<file path="src/rtl/ushift_core.sv">
module ushift_core #(
  parameter int DW   = 8,
  parameter int SYNC = 2
) (
  input  logic          clk,
  input  logic          rst_n,
  input  logic          wr_en,
  input  logic [1:0]    wr_sel,
  input  logic [DW-1:0] wr_data,
  output logic [DW-1:0] data_o,
  output logic [DW-1:0] buf_o,
  output logic [$clog2(2*DW)+1:0] stat_o,
  output logic [7:0]    ctrl_o,
  input  logic          tmr_tick,
  input  logic          di_i,
  input  logic          sda_i,
  input  logic          sck_i,
  output logic          do_o,
  output logic          do_oe,
  output logic          sda_oe,
  output logic          sck_o,
  output logic          sck_oe,
  output logic          irq_ovf,
  output logic          irq_start
);
  localparam int CW = $clog2(2*DW);
  localparam logic [CW-1:0] CMAX = '1;

  logic [SYNC-1:0] sck_sy, sda_sy, di_sy;
  logic sck_p, sda_p;
  logic [DW-1:0] dr_q, buf_q, dr_nxt;
  logic [CW-1:0] cnt_q;
  logic [7:0] ctrl_q;
  logic ovf_q, st_q, clk_q, do_q;

  wire sck_s = sck_sy[SYNC-1];
  wire sda_s = sda_sy[SYNC-1];
  wire di_s  = di_sy[SYNC-1];

  wire d_wr = wr_en && wr_sel == 2'd0;
  wire s_wr = wr_en && wr_sel == 2'd1;
  wire c_wr = wr_en && wr_sel == 2'd2;
  wire k_wr = wr_en && wr_sel == 2'd3;

  wire on3 = ctrl_q[5:4] == 2'b01;
  wire on2 = ctrl_q[5:4] == 2'b10;
  wire on  = on3 | on2;
  wire master = ctrl_q[1];
  wire rise = sck_s & ~sck_p;
  wire fall = ~sck_s & sck_p;
  wire din  = on2 ? sda_s : di_s;

  logic shift_ev, cnt_ev;
  always_comb begin
    case (ctrl_q[3:2])
      2'b00:   shift_ev = k_wr & wr_data[0];
      2'b01:   shift_ev = tmr_tick;
      2'b10:   shift_ev = rise;
      default: shift_ev = fall;
    endcase
    shift_ev = shift_ev & on;
    cnt_ev   = ctrl_q[3] ? (on & (rise | fall)) : shift_ev;
  end

  always_comb begin
    dr_nxt = dr_q;
    if (d_wr)          dr_nxt = wr_data;
    else if (shift_ev) dr_nxt = {dr_q[DW-2:0], din};
  end

  wire ovf_hit   = cnt_ev && !s_wr && cnt_q == CMAX;
  wire start_det = on2 && sck_s && sda_p && !sda_s;

  always_ff @(posedge clk or negedge rst_n) begin
    if (!rst_n) begin
      sck_sy <= '1;
      sda_sy <= '1;
      di_sy  <= '0;
      sck_p  <= 1'b1;
      sda_p  <= 1'b1;
    end else begin
      sck_sy <= {sck_sy[SYNC-2:0], sck_i};
      sda_sy <= {sda_sy[SYNC-2:0], sda_i};
      di_sy  <= {di_sy[SYNC-2:0], di_i};
      sck_p  <= sck_s;
      sda_p  <= sda_s;
    end
  end

  always_ff @(posedge clk or negedge rst_n) begin
    if (!rst_n) begin
      dr_q   <= '0;
      buf_q  <= '0;
      cnt_q  <= '0;
      ctrl_q <= '0;
      ovf_q  <= 1'b0;
      st_q   <= 1'b0;
      clk_q  <= 1'b1;
      do_q   <= 1'b0;
    end else begin
      dr_q <= dr_nxt;
      if (ovf_hit) buf_q <= dr_nxt;
      if (s_wr)        cnt_q <= wr_data[CW-1:0];
      else if (cnt_ev) cnt_q <= cnt_q + 1'b1;
      if (ovf_hit)                 ovf_q <= 1'b1;
      else if (s_wr && wr_data[CW]) ovf_q <= 1'b0;
      if (start_det)                  st_q <= 1'b1;
      else if (s_wr && wr_data[CW+1]) st_q <= 1'b0;
      if (c_wr) ctrl_q <= {wr_data[7:1], 1'b0};
      if (k_wr && wr_data[1]) clk_q <= ~clk_q;
      if (!sck_s) do_q <= dr_q[DW-1];
    end
  end

  assign data_o    = dr_q;
  assign buf_o     = buf_q;
  assign stat_o    = {st_q, ovf_q, cnt_q};
  assign ctrl_o    = ctrl_q;
  assign do_o      = do_q;
  assign do_oe     = on3;
  assign sda_oe    = on2 & ~do_q;
  assign sck_o     = on2 ? 1'b0 : clk_q;
  assign sck_oe    = on3 ? master : (on2 & ((master & ~clk_q) | st_q | ovf_q));
  assign irq_ovf   = ovf_q & ctrl_q[6];
  assign irq_start = st_q & ctrl_q[7];

  a_r2_shift_in: assert property (@(posedge clk) disable iff (!rst_n)
    (shift_ev && !d_wr) |=> (dr_q[0] == $past(din)));

  a_r3_latch_hold: assert property (@(posedge clk) disable iff (!rst_n)
    $past(sck_s) |-> $stable(do_q));

  a_r4_wrap_sets_ovf: assert property (@(posedge clk) disable iff (!rst_n)
    (cnt_ev && !s_wr && cnt_q == CMAX) |=> (ovf_q && cnt_q == '0));

  a_r5_buf_copy: assert property (@(posedge clk) disable iff (!rst_n)
    ovf_hit |=> (buf_q == dr_q));

  a_r7_start_flag: assert property (@(posedge clk) disable iff (!rst_n)
    start_det |=> st_q);

  a_r11_idle_quiet: assert property (@(posedge clk) disable iff (!rst_n)
    (!on && !d_wr) |=> $stable(dr_q));
endmodule

</file>
<file path="config.mk">
export PLATFORM = sky130hd
export DESIGN_NAME = ushift_core
export DESIGN_NICKNAME = d
export VERILOG_FILES = /design/src/rtl/ushift_core.sv
export SDC_FILE = /design/constraint.sdc
export NUM_CORES = 1
export LEC_CHECK = 0
export ABC_AREA = 1
export BUFFER_PORTS_ARGS = -buffer_cell sky130_fd_sc_hd__buf_4
export CORE_ASPECT_RATIO = 1.25
export CORE_UTILIZATION = 30
export DETAILED_ROUTE_END_ITERATION = 12
export GPL_TIMING_DRIVEN = 0
export PLACE_DENSITY_LB_ADDON = 0.1
export SYNTH_ARGS = -nofsm -noshare
export SYNTH_HDL_FRONTEND = slang
export SYNTH_SLANG_ARGS = --single-unit
</file>
<file path="constraint.sdc">
create_clock -name clk -period 1.8 [get_ports clk]
set_clock_uncertainty 0.05 [all_clocks]
set_input_delay 0 -clock clk [delete_from_list [all_inputs] [get_ports clk]]
set_output_delay 0 -clock clk [all_outputs]
set_load 0.01 [all_outputs]
</file>
==> results.ini <==
[synth]
synth_common_cells=nand2_1, dfrtp_1, nand3_1
synth_cell_types=29
synth_flop_cell=dfrtp_1
ys_seq_area_share_pct=53.21
syn_inst=211
synth_edf_count=0
synth.ff_latch_count=39
ys_top_cells_by_area=dfrtp_1, nand2_1, dfstp_2
post-synth-top-count-cell=nand2_1
yosysTopAreaCell=dfrtp_1
async_flop_share_pct=100.0
synth_fp_nets=233
syn_area_per_cell_sq_um=8.770
yosys_warnings=0
synth_area_sq_um=1851
synth_top_area_share_pct=43.27

[worst_setup_path]
critPathBufInv=0
crit_path_start_kind=flip-flop
crit_slowest_cell=dfstp_2
rr_startpoint=sck_p
reg2reg_depth=11
path_max_fanout=8
crit_top_cell=nand2_1
cp.arrival_ps=1920
r2r_slack_ps=60
path_class=flip-flop to flip-flop
required_ps=1980
cp-end-kind=flip-flop
critical_path.max_stage_delay_ps=530
r2r-end=buf_o[4]
critical_path.top_delay_family=simple AND/OR/NAND/NOR gates
cp_cell_sequence=ha_1, nand2_1, nand2_1, nor2_2, nor2_4, nand3_2, nand2_4, nand2_4, nor2_4, nand2_1, nand2_1

[route]
drtIter0Drc=51
wire_per_inst_um=11.86
drcViolationCount=0
dr.pass1.iters=4
via_per_inst=4.341
ant_nets=0
drt_wl_total_um=4375
via_count=1602

[floorplan]
row_count=31
start_util_pct=31.60
ios=54
die_area_sq_um=6488
dieHeight_um=89.81
core_area_sq_um=5857
die_width_um=72.25

[min_path]
worstHoldEndpoint=data_o[2]
hold_depth=4
min_from=wr_sel[0]
hold_path.class=input pin to flip-flop

[placed_design]
io_buffer_count=52
gp_congestion=0.7059
hpwl_um=3100

[timing]
tns_ps=0
maxSlewHeadroom_pct=56.75
period_needed_ps=1742
hold_violations=0
slew_viol_final=0
grt_setup_unrepaired=yes
fmaxAchievable_mhz=574.0
setup_viol=0
period_share_pct=96.79
tightest_slew_ps=645.3

[grt]
grt_usage_pct=14.82
grt_overflow=0
grt_max_degree=40
grt_pass1_wl_um=7300
grt_pass1_vias=1572
antenna_found_initial=0

[power]
p_per_area_nw_per_um2=1300
clkPwrFrac_pct=17.0
seqPwrFrac_pct=40.9
leakage_nw=1.337
p_int_mw=2.148
combPwrFrac_pct=42.1
switching_power_mw=1.247
vdd_drop_max_mv=0.5930
swShare_pct=36.74

[cts]
insertion_delay_ps=290
cts_made_buffers=5
path_clk_slew_ps=80
cts_tree=done
clockRootBuffer=clkbuf_8
cts.htree.levels=2
clockBufferDepth=2
numClockSinks=39

[final_layout]
post-route-util_pct=44.58
diodes=0
fill_cells=609
finalNetCount=308
syn_to_final_growth_pct=41.11
final_layout_size_suffix_gt1_share_pct=33.10

[job]
drv_cap=0

[outcome]
status=finished clean

==> worst max-delay path by stage <==
stage | to | slack, ps | cells after the start | startpoint
floorplan | cnt_q[2] | 80 | 11 | sck_sy[1]
global placement | cnt_q[2] | -130 | 11 | sck_sy[1]
detailed placement | cnt_q[2] | -130 | 11 | sck_sy[1]
CTS | buf_o[2] | 30 | 9 | ctrl_o[3]
global route | buf_o[2] | -50 | 11 | sck_p
finish | buf_o[4] | 60 | 11 | sck_p
==> flip-flops by register name, indices dropped and copies added, names as in the netlist <==
name and flops:
ovf_q 1, sda_sy 2, sck_sy 2, data_o 8, sck_p 1, st_q 1, do_o 1, ctrl_o 7
buf_o 8, clk_q 1, cnt_q 4, sda_p 1, di_sy 2
==> worst min-delay path: stages <==
cell and delay (ps):
buf_4 100, nor3_2 100, nand2_1 70, nand2_1 60
==> through the flow <==
step	cell area (sq um)	cells	hold WS (ps)	setup WS (ps)	power, mW
finish	2611	369	24.59	57.72	3.395
global route	2611	369	50.82	-52.37	3.669
CTS	2569	367	29.71	25.36	3.402
detailed placement	2344	345	-39.51	-125.3	2.769
global placement	2344	345	-38.17	-132.5	2.763
floorplan	1851	211	-345.6	81.88	2.104
==> kinds of logic after synthesis <==
logic type      after synthesis  share of synthesized area, %
simple gates                111                         27.25
flops                        39                         53.21
buf+inv                      30                         6.694
compound gates               19                         6.018
fa+ha+maj                     5                         3.381
xor+xnor                      3                         1.420
mux                           3                         1.825
other cells                   1                        0.2026
==> layout make-up <==
cell class / instances / area (sq um) / share of cell area (%)
Tap cell: 82 / 102.6 / 3.929
Clock inverter: 1 / 5.005 / 0.1917
Inverter: 25 / 93.84 / 3.594
Sequential cell: 39 / 984.7 / 37.71
Buffer: 5 / 30.03 / 1.150
Clock buffer: 7 / 76.32 / 2.923
Timing Repair Buffer: 68 / 540.5 / 20.70
Multi-Input combinational cell: 142 / 778.2 / 29.80
==> power by group through the flow <==
stage                     registers, mW  logic, mW  clock network [mW]
after floorplan                    1.49      0.619                   0
after global placement             1.41       1.35                   0
after detailed placement           1.41       1.36                   0
after CTS                          1.40       1.41               0.600
after global routing               1.44       1.60               0.634
final                              1.39       1.43               0.578
==> layer usage <==
metal	wire length, um	track usage, %	share of wire (%)	vias to the layer above
met4	83	5.882	1.9	0
li1	-	-	-	808
met2	2162	24.61	49	34
met1	1964	18.37	45	754
met3	164	3.251	3.7	6
met5	0	0	0	-
==> cell usage in the layout (no fill, tap or decap), types with 7 or more instances in the layout <==
cell / n
o21ai_1: 8
inv_1: 21
dlygate4sd3_1: 12
nor2_1: 7
buf_4: 59
nand2_1: 67
dfstp_2: 7
dfrtp_1: 32
nand3_1: 20
==> what timing repair did <==
| item | CTS | global route |
|---|---|---|
| resized for setup | 3 | 8 |
| pin swaps | 1 | 4 |
| hold buffers | 12 | 0 |
| endpoints found under the setup margin | 12 | 12 |
| setup buffers | 2 | 2 |
| hold endpoints to repair | 64 | 0 |
(Power assumes the default switching activity.)
